==> config.mk <==
export PLATFORM = sky130hd
export DESIGN_NAME = bar_bank
export DESIGN_NICKNAME = d
export VERILOG_FILES = /design/src/rtl/bar_bank_pkg.sv /design/src/rtl/bar_dword_reg.sv /design/src/rtl/bar_window_match.sv /design/src/rtl/bar_bank.sv
export SDC_FILE = /design/constraint.sdc
export NUM_CORES = 1
export LEC_CHECK = 0
export BUFFER_PORTS_ARGS = -buffer_cell sky130_fd_sc_hd__buf_2
export CORE_MARGIN = 1
export CORE_UTILIZATION = 55
export CTS_CLUSTER_DIAMETER = 120
export DETAILED_ROUTE_END_ITERATION = 16
export PLACE_DENSITY = 0.82
export SLEW_MARGIN = 40
export SYNTH_ARGS = -nofsm -noshare
export SYNTH_HDL_FRONTEND = slang
export SYNTH_SLANG_ARGS = --single-unit
==> constraint.sdc <==
create_clock -name clk -period 5.21 [get_ports clk]
set_clock_uncertainty 0.1 [all_clocks]
set_input_delay 0 -clock clk [delete_from_list [all_inputs] [get_ports clk]]
set_output_delay 0 -clock clk [all_outputs]
set_load 0.05 [all_outputs]
==> src/rtl/bar_bank_pkg.sv <==
package bar_bank_pkg;

    localparam int BAR_SLOTS   = 6;
    localparam int BAR_FIRST_DW = 4;
    localparam int SIZE_W      = 7;
    localparam int KIND_W      = 2;
    localparam int LOW1M_TOP   = 20;
    localparam int MIN_SIZE_LOG2 = 4;

    typedef enum logic [1:0] {
        KIND_NONE      = 2'd0,
        KIND_MEM32     = 2'd1,
        KIND_MEM32_LOW = 2'd2,
        KIND_MEM64     = 2'd3
    } bar_kind_e;

    typedef enum logic [2:0] {
        ROLE_OFF,
        ROLE_M32,
        ROLE_M32_LOW,
        ROLE_M64_LO,
        ROLE_M64_HI
    } slot_role_e;

    localparam logic [1:0] TYPE_ANY32 = 2'b00;
    localparam logic [1:0] TYPE_LOW1M = 2'b01;
    localparam logic [1:0] TYPE_ANY64 = 2'b10;

    typedef struct packed {
        logic        wr;
        logic        rd;
        logic [5:0]  dword;
        logic [3:0]  be;
        logic [31:0] data;
    } cfg_req_t;

    typedef struct packed {
        logic        dac;
        logic [63:0] addr;
    } bus_req_t;

    // Walk the slots in order; a 64-bit kind claims the slot after it.
    function automatic slot_role_e role_of(logic [BAR_SLOTS*KIND_W-1:0] kinds, int idx);
        logic       claim_next;
        slot_role_e here;
        slot_role_e found;
        claim_next = 1'b0;
        found      = ROLE_OFF;
        for (int j = 0; j < BAR_SLOTS; j++) begin
            if (claim_next) begin
                here       = ROLE_M64_HI;
                claim_next = 1'b0;
            end else begin
                case (bar_kind_e'(kinds[j*KIND_W +: KIND_W]))
                    KIND_MEM32:     here = ROLE_M32;
                    KIND_MEM32_LOW: here = ROLE_M32_LOW;
                    KIND_MEM64: begin
                        if (j == BAR_SLOTS - 1) begin
                            here = ROLE_OFF;
                        end else begin
                            here       = ROLE_M64_LO;
                            claim_next = 1'b1;
                        end
                    end
                    default:        here = ROLE_OFF;
                endcase
            end
            if (j == idx) found = here;
        end
        return found;
    endfunction

    function automatic logic [31:0] slot_wmask(slot_role_e role, int own_sz, int prev_sz);
        logic [31:0] m;
        for (int i = 0; i < 32; i++) begin
            case (role)
                ROLE_M32, ROLE_M64_LO: m[i] = (i >= MIN_SIZE_LOG2) && (i >= own_sz);
                ROLE_M32_LOW:          m[i] = (i >= MIN_SIZE_LOG2) && (i >= own_sz) && (i < LOW1M_TOP);
                ROLE_M64_HI:           m[i] = (i + 32 >= prev_sz);
                default:               m[i] = 1'b0;
            endcase
        end
        return m;
    endfunction

    function automatic logic [31:0] ro_bits(slot_role_e role, logic pref);
        case (role)
            ROLE_M32:     return {28'd0, pref, TYPE_ANY32, 1'b0};
            ROLE_M32_LOW: return {28'd0, pref, TYPE_LOW1M, 1'b0};
            ROLE_M64_LO:  return {28'd0, pref, TYPE_ANY64, 1'b0};
            default:      return 32'd0;
        endcase
    endfunction

    // Bits compared by the decoder; a 32-bit window also demands a zero upper half.
    function automatic logic [63:0] match_mask(slot_role_e role, int sz);
        logic [63:0] m;
        for (int i = 0; i < 64; i++) begin
            if (role == ROLE_M64_LO)
                m[i] = (i >= MIN_SIZE_LOG2) && (i >= sz);
            else
                m[i] = (i >= 32) || ((i >= MIN_SIZE_LOG2) && (i >= sz));
        end
        return m;
    endfunction

    function automatic logic [BAR_SLOTS-1:0] silent_slots(logic [BAR_SLOTS*KIND_W-1:0] kinds);
        logic [BAR_SLOTS-1:0] s;
        for (int j = 0; j < BAR_SLOTS; j++) begin
            s[j] = (role_of(kinds, j) == ROLE_OFF) || (role_of(kinds, j) == ROLE_M64_HI);
        end
        return s;
    endfunction

    function automatic logic [BAR_SLOTS-1:0] off_slots(logic [BAR_SLOTS*KIND_W-1:0] kinds);
        logic [BAR_SLOTS-1:0] s;
        for (int j = 0; j < BAR_SLOTS; j++) s[j] = (role_of(kinds, j) == ROLE_OFF);
        return s;
    endfunction

endpackage

==> src/rtl/bar_dword_reg.sv <==
module bar_dword_reg
    import bar_bank_pkg::*;
#(
    parameter logic [31:0] WMASK   = 32'd0,
    parameter logic [31:0] RO_BITS = 32'd0
) (
    input  logic        clk,
    input  logic        rst,
    input  logic        wr_en,
    input  logic [3:0]  be,
    input  logic [31:0] wdata,
    output logic [31:0] rd_val
);

    localparam int LANES = 4;

    logic [31:0] q;

    always_ff @(posedge clk) begin
        if (rst) begin
            q <= '0;
        end else if (wr_en) begin
            for (int b = 0; b < LANES; b++) begin
                if (be[b]) q[b*8 +: 8] <= wdata[b*8 +: 8] & WMASK[b*8 +: 8];
            end
        end
    end

    assign rd_val = q | RO_BITS;

    assert_reset_clear_R1: assert property (@(posedge clk) rst |=> (q == '0));

    for (genvar b = 0; b < LANES; b++) begin : g_lane_chk
        assert_lane_hold_R8: assert property (@(posedge clk) disable iff (rst)
            (!wr_en || !be[b]) |=> $stable(rd_val[b*8 +: 8]));
    end

endmodule

==> src/rtl/bar_window_match.sv <==
module bar_window_match
    import bar_bank_pkg::*;
#(
    parameter slot_role_e ROLE      = ROLE_OFF,
    parameter int         SIZE_LOG2 = 4
) (
    input  logic        clk,
    input  logic        rst,
    input  logic [31:0] base_lo,
    input  logic [31:0] base_hi,
    input  logic [63:0] addr,
    output logic        hit
);

    localparam logic        WIDE    = (ROLE == ROLE_M64_LO);
    localparam logic        DECODES = (ROLE == ROLE_M32) || (ROLE == ROLE_M32_LOW) || WIDE;
    localparam logic [63:0] MASK    = match_mask(ROLE, SIZE_LOG2);
    localparam logic        SMALL   = (SIZE_LOG2 <= 32);

    logic [63:0] ref_base;

    always_comb begin
        ref_base = {WIDE ? base_hi : 32'd0, base_lo};
        hit      = DECODES && (((addr ^ ref_base) & MASK) == 64'd0);
    end

    assert_narrow_upper_R10: assert property (@(posedge clk) disable iff (rst)
        (hit && !WIDE) |-> (addr[63:32] == 32'd0));

    assert_wide_upper_R9: assert property (@(posedge clk) disable iff (rst)
        (hit && WIDE && SMALL) |-> (addr[63:32] == base_hi));

endmodule

==> src/rtl/bar_bank.sv <==
module bar_bank
    import bar_bank_pkg::*;
#(
    parameter int CFG_AW = 6,
    parameter logic [BAR_SLOTS*KIND_W-1:0] SLOT_KINDS =
        {KIND_MEM32, KIND_NONE, KIND_MEM32_LOW, KIND_MEM32, KIND_NONE, KIND_MEM64},
    parameter logic [BAR_SLOTS*SIZE_W-1:0] SLOT_SIZE_LOG2 =
        {7'd16, 7'd0, 7'd8, 7'd12, 7'd0, 7'd31},
    parameter logic [BAR_SLOTS-1:0] SLOT_PREFETCH = 6'b000001
) (
    input  logic                 clk,
    input  logic                 rst,
    input  logic                 cfg_wr_en,
    input  logic                 cfg_rd_en,
    input  logic [CFG_AW-1:0]    cfg_dword,
    input  logic [3:0]           cfg_byte_en,
    input  logic [31:0]          cfg_wdata,
    output logic [31:0]          cfg_rdata,
    input  logic                 mem_space_en,
    input  logic                 bus_dac,
    input  logic [63:0]          bus_addr,
    output logic [BAR_SLOTS-1:0] bar_hit
);

    localparam logic [BAR_SLOTS-1:0] SILENT = silent_slots(SLOT_KINDS);
    localparam logic [BAR_SLOTS-1:0] UNUSED = off_slots(SLOT_KINDS);
    localparam logic [CFG_AW-1:0]    DW_LO  = CFG_AW'(BAR_FIRST_DW);
    localparam logic [CFG_AW-1:0]    DW_HI  = CFG_AW'(BAR_FIRST_DW + BAR_SLOTS - 1);

    cfg_req_t             req;
    bus_req_t             bus;
    logic [63:0]          eff_addr;
    logic [BAR_SLOTS-1:0] wr_sel;
    logic [BAR_SLOTS-1:0] raw_hit;
    logic [31:0]          slot_val [BAR_SLOTS];
    logic [31:0]          rd_mux;

    always_comb begin
        req = '{wr: cfg_wr_en, rd: cfg_rd_en, dword: 6'(cfg_dword), be: cfg_byte_en, data: cfg_wdata};
        bus = '{dac: bus_dac, addr: bus_addr};
        eff_addr = bus.dac ? bus.addr : {32'd0, bus.addr[31:0]};
    end

    always_comb begin
        for (int s = 0; s < BAR_SLOTS; s++) begin
            wr_sel[s] = req.wr && (cfg_dword == CFG_AW'(BAR_FIRST_DW + s));
        end
    end

    for (genvar s = 0; s < BAR_SLOTS; s++) begin : g_slot
        localparam slot_role_e  ROLE    = role_of(SLOT_KINDS, s);
        localparam int          PREV    = (s > 0) ? s - 1 : 0;
        localparam int          NEXT    = (s + 1 < BAR_SLOTS) ? s + 1 : s;
        localparam int          OWN_SZ  = int'(SLOT_SIZE_LOG2[s*SIZE_W +: SIZE_W]);
        localparam int          PREV_SZ = int'(SLOT_SIZE_LOG2[PREV*SIZE_W +: SIZE_W]);
        localparam logic [31:0] WMASK   = slot_wmask(ROLE, OWN_SZ, PREV_SZ);
        localparam logic [31:0] RO      = ro_bits(ROLE, SLOT_PREFETCH[s]);

        bar_dword_reg #(
            .WMASK   (WMASK),
            .RO_BITS (RO)
        ) u_reg (
            .clk    (clk),
            .rst    (rst),
            .wr_en  (wr_sel[s]),
            .be     (req.be),
            .wdata  (req.data),
            .rd_val (slot_val[s])
        );

        bar_window_match #(
            .ROLE      (ROLE),
            .SIZE_LOG2 (OWN_SZ)
        ) u_match (
            .clk     (clk),
            .rst     (rst),
            .base_lo (slot_val[s]),
            .base_hi (slot_val[NEXT]),
            .addr    (eff_addr),
            .hit     (raw_hit[s])
        );
    end

    always_comb begin
        rd_mux = 32'd0;
        for (int s = 0; s < BAR_SLOTS; s++) begin
            if (cfg_dword == CFG_AW'(BAR_FIRST_DW + s)) rd_mux = slot_val[s];
        end
    end

    always_ff @(posedge clk) begin
        if (rst) begin
            cfg_rdata <= 32'd0;
        end else if (req.rd) begin
            cfg_rdata <= rd_mux;
        end
    end

    assign bar_hit = mem_space_en ? raw_hit : '0;

    assert_outside_zero_R2: assert property (@(posedge clk) disable iff (rst)
        (cfg_rd_en && ((cfg_dword < DW_LO) || (cfg_dword > DW_HI))) |=> (cfg_rdata == 32'd0));

    assert_unused_read_R7: assert property (@(posedge clk) disable iff (rst)
        (cfg_rd_en && (cfg_dword >= DW_LO) && (cfg_dword <= DW_HI)
         && UNUSED[cfg_dword - DW_LO]) |=> (cfg_rdata == 32'd0));

    assert_silent_slots_R12: assert property (@(posedge clk) disable iff (rst)
        ((bar_hit & SILENT) == '0));

    assert_gate_R11: assert property (@(posedge clk) disable iff (rst)
        !mem_space_en |-> (bar_hit == '0));

endmodule

==> summary.txt, run 1 <==
Logic synthesis
  – Avg Inst Size Synth: between 8 and 9 um^2
  – Synth top area cells: dfxtp_1, mux2i_1, nor2_1, xor2_1, nand2_1
  – Area leader, netlist: dfxtp_1
  – Yosys reg bits: 113
  – Syn Inst Count: 692
  – Post-synth EDFFs: 0
  – Yosys top cell area share: 38.5%
  – Main synth FF type: dfxtp_1
  – Yosys cell types: 48
  – Asr flop ratio synth: 0%
  – Ys Warns: 0
  – Sequential share of the synthesized area: 38.5%
  – Mapped Area: slightly below 6000 um^2

Floorplan
  – Die W: 105 um
  – Site Rows: 37
  – Starting Density: approximately 57%
  – Die height: 105 um
  – I/O Pins: 150
  – Die Area: roughly 11,000 um^2
  – Total core area: about 10,000 um^2

Worst setup path
  – R2r setup slk: 3250 ps
  – Critical Path Start Type: input pin
  – R2R Path End: g_slot[1].u_reg.rd_val[8]
  – CP delay by family, top: buffers and inverters
  – Arrival @ worst endpoint: 3850 ps
  – WS Path Type: input pin to flop
  – Req. time, crit path: 5520 ps
  – Cells on worst reg2reg path: 4
  – Crit path buf inv count: 4
  – CP Depth: 9
  – Max stage delay on crit path: 740 ps
  – Crit. End Element: flop
  – Critical Path Sink: g_slot[1].u_reg.rd_val[8]
  – Crit path max-delay cell type: or4b_1
  – Start point of the critical path: cfg_dword[3]
  – Most used cell, CP: dlygate4sd3_1
  – CP Max Fanout: 20
  – Cell chain of the critical path: dlygate4sd3_1, buf_2, or4b_1, nor2_4, and3_4, mux2i_1, dlygate4sd3_1, nor2_1, dlygate4sd3_1
  – Reg2reg start: g_slot[1].u_reg.rd_val[8]

Global routing
  – Initial antenna violation count: 1
  – Vias in the first global route: 6,163
  – First-pass GRT wire length: between 30 and 40 mm
  – Largest net degree at the start of global routing: around 110
  – Grt total ovfl: 0
  – Gr usage total: 36.6%

STA
  – Minimum clock period: 3550 ps
  – Final slew viol count: 0
  – Final period utilization: a little under 70%
  – Worst-Margin Slew: 858 ps
  – Setup ws final: 1660 ps
  – Unrepaired setup endpoints after global routing: false
  – Final hold vios: 0
  – Fin Setup TNS: 0 ps
  – Fmax: 282 MHz
  – Slew headroom: 42.8%
  – Setup-failing EPs final: 0

Pwr
  – Switching pwr: between 500 and 600 uW
  – Pwr/cell area: 287 nW/um^2
  – Switch share: roughly a quarter
  – Combinational share of power: 10.1%
  – Clock share of power: 50.8%
  – P_int: between 1.5 and 2 mW
  – Leakage: roughly 3.2 nW
  – Peak supply drop: around 180 uV
  – Flop pwr share: between 30% and 40%

Clocking
  – Post-CTS setup buffer count: 0
  – Htree depth: 4
  – Worst skew pair latency: 520 ps
  – CTS tree: done
  – CTS clk-pin slew, worst paths: approximately 60 ps
  – Root buffer cell: clkbuf_8
  – Num Clock Sinks: 113
  – Clock Tree Buf Depth: 2
  – Cts bufs inserted: 17

Place
  – Place WS: 2580 ps
  – Post-DP HPWL: 12.7 mm
  – GP Congestion: ~0.90
  – Port bufs: about 140

Route
  – WL met3: 1.79 mm
  – Drt first pass iters: 9
  – DRC viols: 0
  – Metal1 wirelength: between 7 and 8 mm
  – First DRT Iteration DRCs: 521
  – Via-to-Cell Ratio: between 6 and 7
  – Final WL: 19.9 mm
  – DRT antenna net count: 0
  – Max Used Layer: met4
  – WL met2: 9.31 mm
  – Routed length per instance: 19.4 um
  – Via Count: ~6,300

Finish
  – Share of post-route cells with drive strength above 1: 21.8%
  – Register area: 2260 um^2
  – Layout Nets: 991
  – Filler instances: around 670
  – Synth-to-layout area growth: 33.0%
  – Area of the multi-input gates: 3380 um^2

Worst hold path
  – HP Class: input pin to flop

Flow run
  – Max cap viols: 0

Run status
  – Status: finished clean
## through the flow
stage | utilization [%] | cells | hold slack (ps) | total power [mW] | cell area [um^2]
5_1_grt | 75.8 | 1028 | 54.3 | 2.29 | 7820
3_3_place_gp | 63.4 | 926 | 149 | 1.08 | 6540
4_1_cts | 75.7 | 1027 | 3.37 | 2.23 | 7820
6_report | 75.8 | 1028 | 38.0 | 2.24 | 7820
2_1_floorplan | - | 693 | 36.0 | 0.999 | 5890
3_5_place_dp | 63.4 | 926 | 145 | 1.09 | 6550
## layout make-up
| cell class | count | share of cell area [%] |
|---|---|---|
| clock buffer | 19 | 5.52 |
| multi-input combinational | 530 | 43.2 |
| clock inverter | 12 | 1.81 |
| sequential | 113 | 28.9 |
| tap | 136 | 2.18 |
| inverter | 7 | 0.336 |
| antenna | 1 | 0.0320 |
| timing repair buffer | 210 | 18.0 |
## worst register-to-register path, delay by kind of cell (launching register included)
family	cells	cell delay, ps
buffers and inverters	2	1160
muxes	1	170
DFF	1	370
and+or+nand+nor	1	40
## cell usage in the layout, fill, tap and decap left out, drive strengths merged, types with 11 or more instances in the layout
| master | count |
|---|---|
| xor2 | 39 |
| nand3 | 21 |
| buf | 140 |
| dlygate4sd3 | 70 |
| clkbuf | 19 |
| xnor2 | 21 |
| nor2 | 98 |
| nor4 | 25 |
| a22oi | 29 |
| a311oi | 11 |
| o21ai | 13 |
| dfxtp | 113 |
| mux2 | 12 |
| mux2i | 58 |
| a21oi | 45 |
| nand2 | 85 |
## worst min path at each step
stage / start / to / slack, ps / cells past startpoint
6_report: cfg_rd_en / cfg_rdata[4] / 40 / 3
5_1_grt: cfg_rd_en / cfg_rdata[6] / 50 / 3
4_1_cts: cfg_rd_en / cfg_rdata[4] / 3 / 3
3_5_place_dp: cfg_wdata[5] / g_slot[1].u_reg.rd_val[5] / 150 / 3
3_3_place_gp: cfg_wdata[5] / g_slot[1].u_reg.rd_val[5] / 150 / 3
2_1_floorplan: cfg_wdata[5] / g_slot[1].u_reg.rd_val[5] / 40 / 2
## synthesized netlist by cell type (3+ instances only)
library cell / count
nand3_1: 21
xnor2_1: 21
nor4bb_1: 5
xor2_1: 39
nor4_1: 24
clkbuf_1: 24
nand4b_1: 5
a311oi_1: 11
a31o_2: 5
and3_1: 8
o22ai_1: 7
o21ai_0: 13
nand2b_1: 6
nor2_1: 97
inv_1: 6
nand2_1: 85
a22oi_1: 29
mux2_2: 12
a21oi_1: 45
buf_2: 11
nand4_1: 9
buf_4: 4
mux2i_1: 58
dfxtp_1: 113
a211oi_1: 3
## power by group through the flow
stage	sequential, mW	combinational [mW]	clock (mW)
after floorplan	0.916	0.0833	0
after global placement	0.895	0.189	0
after detailed placement	0.895	0.193	0
after CTS	0.877	0.218	1.14
after global routing	0.878	0.239	1.18
final	0.877	0.226	1.14
## sequential cells by signal, summed over array words and instances (netlist names)
register / count
g_slot.u_reg.rd_val: 68
cfg_rdata: 32
g_slot.u_reg.q: 13
## routing by layer
| metal | vias to the layer above | global-route usage, % |
|---|---|---|
| li1 | 2831 | - |
| met1 | 2921 | 44.7 |
| met2 | 411 | 59.3 |
| met3 | 96 | 7.48 |
| met4 | 0 | 22.1 |
| met5 | - | 0 |
## what timing repair did
action | 4_1_cts | 5_1_grt
hold buffers | 70 | 0
gates resized for setup | 0 | 0
endpoints found under the setup margin | 0 | 0
hold endpoints to repair | 100 | 0
## cells by family after synthesis
| logic type | after synthesis | synth area share, % |
|---|---|---|
| AND/OR/NAND/NOR | 275 | 22.5 |
| AO/OA/AOI/OAI | 123 | 13.6 |
| flip-flops | 113 | 38.5 |
| multiplexers | 70 | 12.2 |
| XOR/XNOR | 60 | 8.93 |
| buffers and inverters | 50 | 4.19 |
| other | 1 | 0.0638 |
No activity file was read; power rests on OpenSTA's default activity.
==> run 2: changes to the inputs <==
--- a/config.mk
+++ b/config.mk
@@ -5,12 +5,13 @@
 export SDC_FILE = /design/constraint.sdc
 export NUM_CORES = 1
 export LEC_CHECK = 0
+export ABC_AREA = 1
 export BUFFER_PORTS_ARGS = -buffer_cell sky130_fd_sc_hd__buf_2
 export CORE_MARGIN = 1
-export CORE_UTILIZATION = 55
+export CORE_UTILIZATION = 49
 export CTS_CLUSTER_DIAMETER = 120
 export DETAILED_ROUTE_END_ITERATION = 16
-export PLACE_DENSITY = 0.82
+export PLACE_DENSITY = 0.77
 export SLEW_MARGIN = 40
 export SYNTH_ARGS = -nofsm -noshare
 export SYNTH_HDL_FRONTEND = slang
==> constraint.sdc (replaced) <==
create_clock -name clk -period 3.1 [get_ports clk]
set_clock_uncertainty 0.1 [all_clocks]
set_input_delay 0 -clock clk [delete_from_list [all_inputs] [get_ports clk]]
set_output_delay 0 -clock clk [all_outputs]
set_load 0.05 [all_outputs]
==> run 2 against run 1 <==
  * Utilization decreased by 8.2 points
  * Largest cell class unchanged
  * Combinational power grew 92%
  * Clock-buffer cell count increased by 2
  * Clock power up 93%
==> summary.txt, run 2 <==
Run status
  – Status: finished clean (unchanged)

Place
  – Port bufs: 139 (unchanged)
  – GP Congestion: 0.958 (was 0.900)
  – Post-DP HPWL: 15.1 mm (was 12.7 mm)
  – Placed cells: 1,259 (was 926)

Logic synthesis
  – Sequential share of the synthesized area: 36.6% (was 38.5%)
  – Asr flop ratio synth: 0% (unchanged)
  – Syn Inst Count: 982 (was 692)
  – Synth top area cells: dfxtp_1, nand2_1, nor2_1, o21ai_0, nand3_1 (was dfxtp_1, mux2i_1, nor2_1, xor2_1, nand2_1)
  – Ys Warns: 0 (unchanged)
  – Avg Inst Size Synth: 6.29 um^2 (was 8.50 um^2)
  – Yosys reg bits: 113 (unchanged)
  – Top cells by count, synth: nand2_1, nor2_1, o21ai_0 (was dfxtp_1, nor2_1, nand2_1)
  – Mapped Area: 6180 um^2 (was 5880 um^2)
  – Yosys top cell area share: 36.6% (was 38.5%)
  – Most common cell in the netlist: nand2_1 (was dfxtp_1)
  – Post-synth EDFFs: 0 (unchanged)
  – Area leader, netlist: dfxtp_1 (unchanged)
  – Main synth FF type: dfxtp_1 (unchanged)
  – Yosys cell types: 34 (was 48)

Clocking
  – Htree depth: 4 (unchanged)
  – CTS clk-pin slew, worst paths: 60 ps (about the same)
  – CTS tree: done (unchanged)
  – Root buffer cell: clkbuf_16 (was clkbuf_8)
  – Cts bufs inserted: 17 (unchanged)
  – Num Clock Sinks: 113 (unchanged)
  – Clock Tree Buf Depth: 2 (unchanged)
  – Worst skew pair latency: 420 ps (was 520 ps)

Finish
  – Final core occ: 67.6% (was 75.8%)
  – Register area: 2260 um^2 (unchanged)
  – Share of post-route cells with drive strength above 1: 17.2% (was 21.8%)
  – Synth-to-layout area growth: 33.0% (about the same)
  – Layout Nets: 1,282 (was 991)
  – Filler instances: 1,057 (was 673)
  – Most frequent cells in the layout: nand2_1, nor2_1, buf_2 (was buf_2, dfxtp_1, nor2_1)
  – Area of the multi-input gates: 3490 um^2 (was 3380 um^2)
  – Final Non-Filler Cells: 1,351 (was 1,028)
  – Max reg flops: 68 (unchanged)
  – Antenna Cells: 0 (was 1)
  – Commonest non-fill, non-tap cell in the layout: nand2_1 (was buf_2)

STA
  – Final hold vios: 0 (unchanged)
  – Minimum clock period: 2850 ps
  – Final slew viol count: 0 (unchanged)
  – Worst-Margin Slew: 657 ps (was 858 ps)
  – Unrepaired setup endpoints after global routing: false (unchanged)
  – Final period utilization: 92.1%
  – Setup-failing EPs final: 0 (unchanged)
  – Slew headroom: 56.1% (was 42.8%)
  – Fin Setup TNS: 0 ps (unchanged)
  – Fmax: 350 MHz

Worst setup path
  – Arrival @ worst endpoint: 3060 ps (was 3850 ps)
  – Req. time, crit path: 3310 ps (was 5520 ps)
  – WS Path Type: input pin to flop (unchanged)
  – Crit. End Element: flop (unchanged)
  – CP Max Fanout: 10 (was 20)
  – Critical Path Start Type: input pin (unchanged)

Pwr
  – Power after layout: 4.11 mW (was 2.24 mW)
  – Pwr/cell area: 500 nW/um^2 (was 287 nW/um^2)
  – Flop pwr share: 35.9% (was 39.1%)
  – Peak supply drop: 413 uV (was 185 uV)
  – Clock share of power: 53.6% (was 50.8%)
  – P_int: 3.13 mW (was 1.69 mW)
  – Combinational share of power: 10.6% (was 10.1%)
  – Switching pwr: 986 uW (was 551 uW)
  – Leakage: 3.85 nW (was 3.18 nW)
  – Switch share: 24.0% (was 24.6%)

Route
  – DRT antenna net count: 0 (unchanged)
  – Drt first pass iters: 5 (was 9)
  – Via-to-Cell Ratio: 5.46 (was 6.09)
  – Via Count: 7,370 (was 6,259)
  – First DRT Iteration DRCs: 874 (was 521)
  – Final WL: 22.4 mm (was 19.9 mm)
  – DRC viols: 0 (unchanged)
  – Routed length per instance: 16.6 um (was 19.4 um)

Floorplan
  – Die Area: 13,100 um^2 (was 11,100 um^2)
  – I/O Pins: 150 (unchanged)
  – Site Rows: 40 (was 37)
  – Starting Density: 50.8% (was 57.0%)
  – Die height: 114 um (was 105 um)
  – Total core area: 12,200 um^2 (was 10,300 um^2)
  – Die W: 114 um (was 105 um)

Global routing
  – Initial antenna violation count: 0 (was 1)
  – Vias in the first global route: 6,756 (was 6,163)
  – Grt total ovfl: 0 (unchanged)
  – Gr usage total: 34.6% (was 36.6%)
  – Largest net degree at the start of global routing: 56 (was 114)
  – First-pass GRT wire length: 34.0 mm (was 31.6 mm)

Flow run
  – Max cap viols: 0 (unchanged)

Worst hold path
  – HP Class: input pin to flop (unchanged)
run 2: power groups by stage:
| stage | Clock (mW) | Sequential (mW) | Combinational, mW |
|---|---|---|---|
| floorplan | 0 | 1.54 | 0.183 |
| global placement | 0 | 1.51 | 0.375 |
| detailed placement | 0 | 1.51 | 0.376 |
| CTS | 2.20 | 1.48 | 0.420 |
| global route | 2.27 | 1.48 | 0.468 |
| finish | 2.20 | 1.48 | 0.434 |
run 2: per-stage QoR:
step,setup WS [ps],cell area (um^2),hold slack [ps]
after floorplan,1180,6180,34.9
after global placement,1080,6970,127
after detailed placement,1030,6970,127
after CTS,58.2,8190,14.7
after global routing,160,8220,66.1
final,245,8220,27.0
run 2: final timing paths:
path | to | depth (start not counted) | from | slack, ps
setup / recovery | g_slot[1].u_reg.rd_val[6] | 12 | cfg_dword[4] | 250
hold / removal | cfg_rdata[12] | 6 | cfg_dword[5] | 30
setup reg to reg | g_slot[1].u_reg.rd_val[2] | 3 | g_slot[1].u_reg.rd_val[2] | 1740
hold reg to reg | cfg_rdata[4] | 2 | cfg_rdata[4] | 360
run 2: cell families after synthesis:
kind of cell	Yosys count	synth area share [%]
AO/OA/AOI/OAI	188	15.8
XOR/XNOR	26	3.68
buffers and inverters	110	7.23
flip-flops	113	36.6
other	1	0.0607
AND/OR/NAND/NOR	544	36.7
run 2: critical path: stages:
cell	delay [ps]
dlygate4sd3_1	530
buf_2	150
nor2_4	230
nand2_1	280
nor2_8	200
nand2_4	110
inv_2	130
nand2_2	150
nor2_1	140
dlygate4sd3_1	560
nor2_1	40
dlygate4sd3_1	540
run 2: metal layers:
| layer | GRT usage (%) | up-vias | share of wire, % |
|---|---|---|---|
| li1 | - | 3539 | - |
| met1 | 43.3 | 3301 | 40 |
| met2 | 56.0 | 453 | 46 |
| met3 | 6.09 | 77 | 9.4 |
| met4 | 20.1 | 0 | 4.4 |
| met5 | 0 | - | 0 |
run 2: repair_timing:
item | CTS | global route
setup buffers | 0 | 2
hold buffers | 57 | 0
setup endpoints to repair | 0 | 8
resized for setup | 0 | 0
hold endpoints to repair | 99 | 0
run 2: layout make-up:
cell class,instances,share of cell area [%]
inverter,75,3.43
multi-input combinational,761,42.4
sequential,113,27.5
clock buffer,21,5.36
tap,168,2.56
timing repair buffer,202,16.1
clock inverter,11,2.56
==> run 3: changes to the inputs <==
==> constraint.sdc (replaced) <==
create_clock -name clk -period 3.1 [get_ports clk]
set_clock_uncertainty 0.1 [all_clocks]
set_input_delay 0.465 -clock clk [delete_from_list [all_inputs] [get_ports clk]]
set_output_delay 0.465 -clock clk [all_outputs]
set_load 0.05 [all_outputs]
==> run 3 against run 2 <==
  * Fmax is 10% higher
  * Sequential power hardly changed
  * Die area stayed put
  * Non-clock buffer count is 56 lower
  * Via count is 5.5% lower
  * Global-route usage is 1.7 points lower
  * Largest power group unchanged
  * Highest routed layer unchanged
==> summary.txt, run 3 (synthesis results as in run 2) <==
Run status
  – Status: finished clean (unchanged)

Route
  – Via Count: 6,964 (was 7,370)
  – Drt first pass iters: 5 (unchanged)
  – Via-to-Cell Ratio: 5.39 (was 5.46)
  – Final WL: 20.6 mm (was 22.4 mm)
  – DRT antenna net count: 0 (unchanged)
  – DRC viols: 0 (unchanged)
  – Routed length per instance: 15.9 um (was 16.6 um)
  – First DRT Iteration DRCs: 789 (was 874)

Floorplan
  – Starting Density: 50.8% (unchanged)
  – Total core area: 12,200 um^2 (unchanged)
  – Die W: 114 um (unchanged)
  – Site Rows: 40 (unchanged)
  – Die Area: 13,100 um^2 (unchanged)
  – I/O Pins: 150 (unchanged)
  – Die height: 114 um (unchanged)

Finish
  – Commonest non-fill, non-tap cell in the layout: nand2_1 (unchanged)
  – Filler instances: 1,179 (was 1,057)
  – Area of the multi-input gates: 3470 um^2 (was 3490 um^2)
  – Max reg flops: 68 (unchanged)
  – Share of post-route cells with drive strength above 1: 18.1% (was 17.2%)
  – Final Non-Filler Cells: 1,293 (was 1,351)
  – Register area: 2260 um^2 (unchanged)
  – Antenna Cells: 0 (unchanged)
  – Synth-to-layout area growth: 22.0% (was 33.0%)
  – Most frequent cells in the layout: nand2_1, nor2_1, buf_2 (unchanged)
  – Post-route design area: 7540 um^2 (was 8220 um^2)
  – Layout Nets: 1,225 (was 1,282)

Worst setup path
  – Crit. End Element: output port (was flop)
  – Req. time, crit path: 2530 ps (was 3310 ps)
  – Max stage delay on crit path: 330 ps (was 560 ps)
  – WS Path Type: input pin to output port (was input pin to flop)
  – Most used cell, CP: nand2_1 (was dlygate4sd3_1)
  – Crit path buf inv count: 2 (was 5)
  – R2r setup slk: 2030 ps (was 1740 ps)
  – Crit path max-delay cell type: buf_2 (was dlygate4sd3_1)
  – CP Max Fanout: 55 (was 10)
  – Critical Path Start Type: input pin (unchanged)
  – Arrival @ worst endpoint: 2030 ps (was 3060 ps)
  – Cell chain of the critical path: buf_4, nand2_1, nand2_1, nor2_1, nand2_1, nor2_1, nand2_1, nor3_1, buf_2 (was dlygate4sd3_1, buf_2, nor2_4, nand2_1, nor2_8, nand2_4, inv_2, nand2_2, nor2_1, dlygate4sd3_1, nor2_1, dlygate4sd3_1)
  – CP delay by family, top: simple AND/OR/NAND/NOR gates (was buffers and inverters)

Clocking
  – Root buffer cell: clkbuf_16 (unchanged)
  – Post_cts resized: 0 (unchanged)
  – Num Clock Sinks: 113 (unchanged)
  – Hold-fix buffers at CTS: 0 (was 57)
  – CTS clk-pin slew, worst paths: 50 ps (was 60 ps)
  – Post-CTS setup buffer count: 0 (unchanged)
  – Cts bufs inserted: 17 (unchanged)
  – Worst skew pair latency: 430 ps (was 420 ps)
  – CTS tree: done (unchanged)
  – Clock Tree Buf Depth: 2 (unchanged)
  – Htree depth: 4 (unchanged)

STA
  – Fmax: 386 MHz (was 350 MHz)
  – Final period utilization: 83.6% (was 92.1%)
  – Worst-Margin Slew: 701 ps (was 657 ps)
  – Setup-failing EPs final: 0 (unchanged)
  – Minimum clock period: 2590 ps (was 2850 ps)
  – Final slew viol count: 0 (unchanged)
  – Final hold vios: 0 (unchanged)
  – Unrepaired setup endpoints after global routing: false (unchanged)
  – Slew headroom: 53.2% (was 56.1%)
  – Fin Setup TNS: 0 ps (unchanged)
  – Hold_ws: 166 ps (was 27.0 ps)

Place
  – Placed cells: 1,262 (was 1,259)
  – Placed Area: 6980 um^2 (was 6970 um^2)
  – Post-DP HPWL: 15.2 mm (was 15.1 mm)
  – Port bufs: 139 (unchanged)
  – GP Congestion: 0.939 (was 0.958)

Pwr
  – Peak supply drop: 370 uV (was 413 uV)
  – Leakage: 3.52 nW (was 3.85 nW)
  – Power after layout: 3.74 mW (was 4.11 mW)
  – Pwr/cell area: 496 nW/um^2 (was 500 nW/um^2)

Worst hold path
  – HP Class: input pin to flop (unchanged)

Global routing
  – Largest net degree at the start of global routing: 56 (unchanged)
  – First-pass GRT wire length: 32.2 mm (was 34.0 mm)
  – Gr usage total: 32.9% (was 34.6%)
  – Vias in the first global route: 6,316 (was 6,756)
  – Grt total ovfl: 0 (unchanged)
  – Initial antenna violation count: 0 (unchanged)

Flow run
  – Max cap viols: 0 (unchanged)
-- run 3: cell type report --
class | instances | share of cell area, %
multi-input cells | 760 | 46.1
flip-flops and latches | 113 | 30.0
repair buffers | 146 | 9.96
clock inverters | 11 | 1.53
inverters | 75 | 3.73
clock buffers | 20 | 5.92
well taps | 168 | 2.79
-- run 3: worst reg2reg max path, delay by kind of cell (launching register included) --
| family | cells | cell delay [ps] |
|---|---|---|
| flops | 1 | 350 |
| compound gates | 1 | 220 |
| buf+inv | 3 | 200 |
| simple gates | 2 | 150 |
-- run 3: per-layer routing --
metal  GRT usage [%]  up-vias  wire [um]
met5               0        -          0
met4            17.0        0        844
met3            5.98       58       1600
met2            51.4      324       9470
met1            43.4     3164       8690
li1                -     3418          -
-- run 3: path summary, 6_finish.rpt --
kind                                to  depth (start not counted)                  startpoint
max                         bar_hit[2]                          9                     bus_dac
max reg2reg              cfg_rdata[17]                          6  g_slot[1].u_reg.rd_val[17]
min          g_slot[1].u_reg.rd_val[3]                          3                cfg_wdata[3]
min reg2reg               cfg_rdata[4]                          2                cfg_rdata[4]
-- run 3: metrics by stage --
step | setup WS, ps | util, %
after floorplan | 248 | -
final | 509 | 62.0
after detailed placement | 343 | 57.4
after global placement | 361 | 57.4
after global routing | 375 | 62.0
after CTS | 339 | 62.0
-- run 3: where the power goes --
group          leakage (nW)  internal [mW]  switching, mW
logic                  2.34          0.122          0.263
clock network         0.267           1.19          0.690
registers             0.913           1.47        0.00817
total                  3.52           2.78          0.961
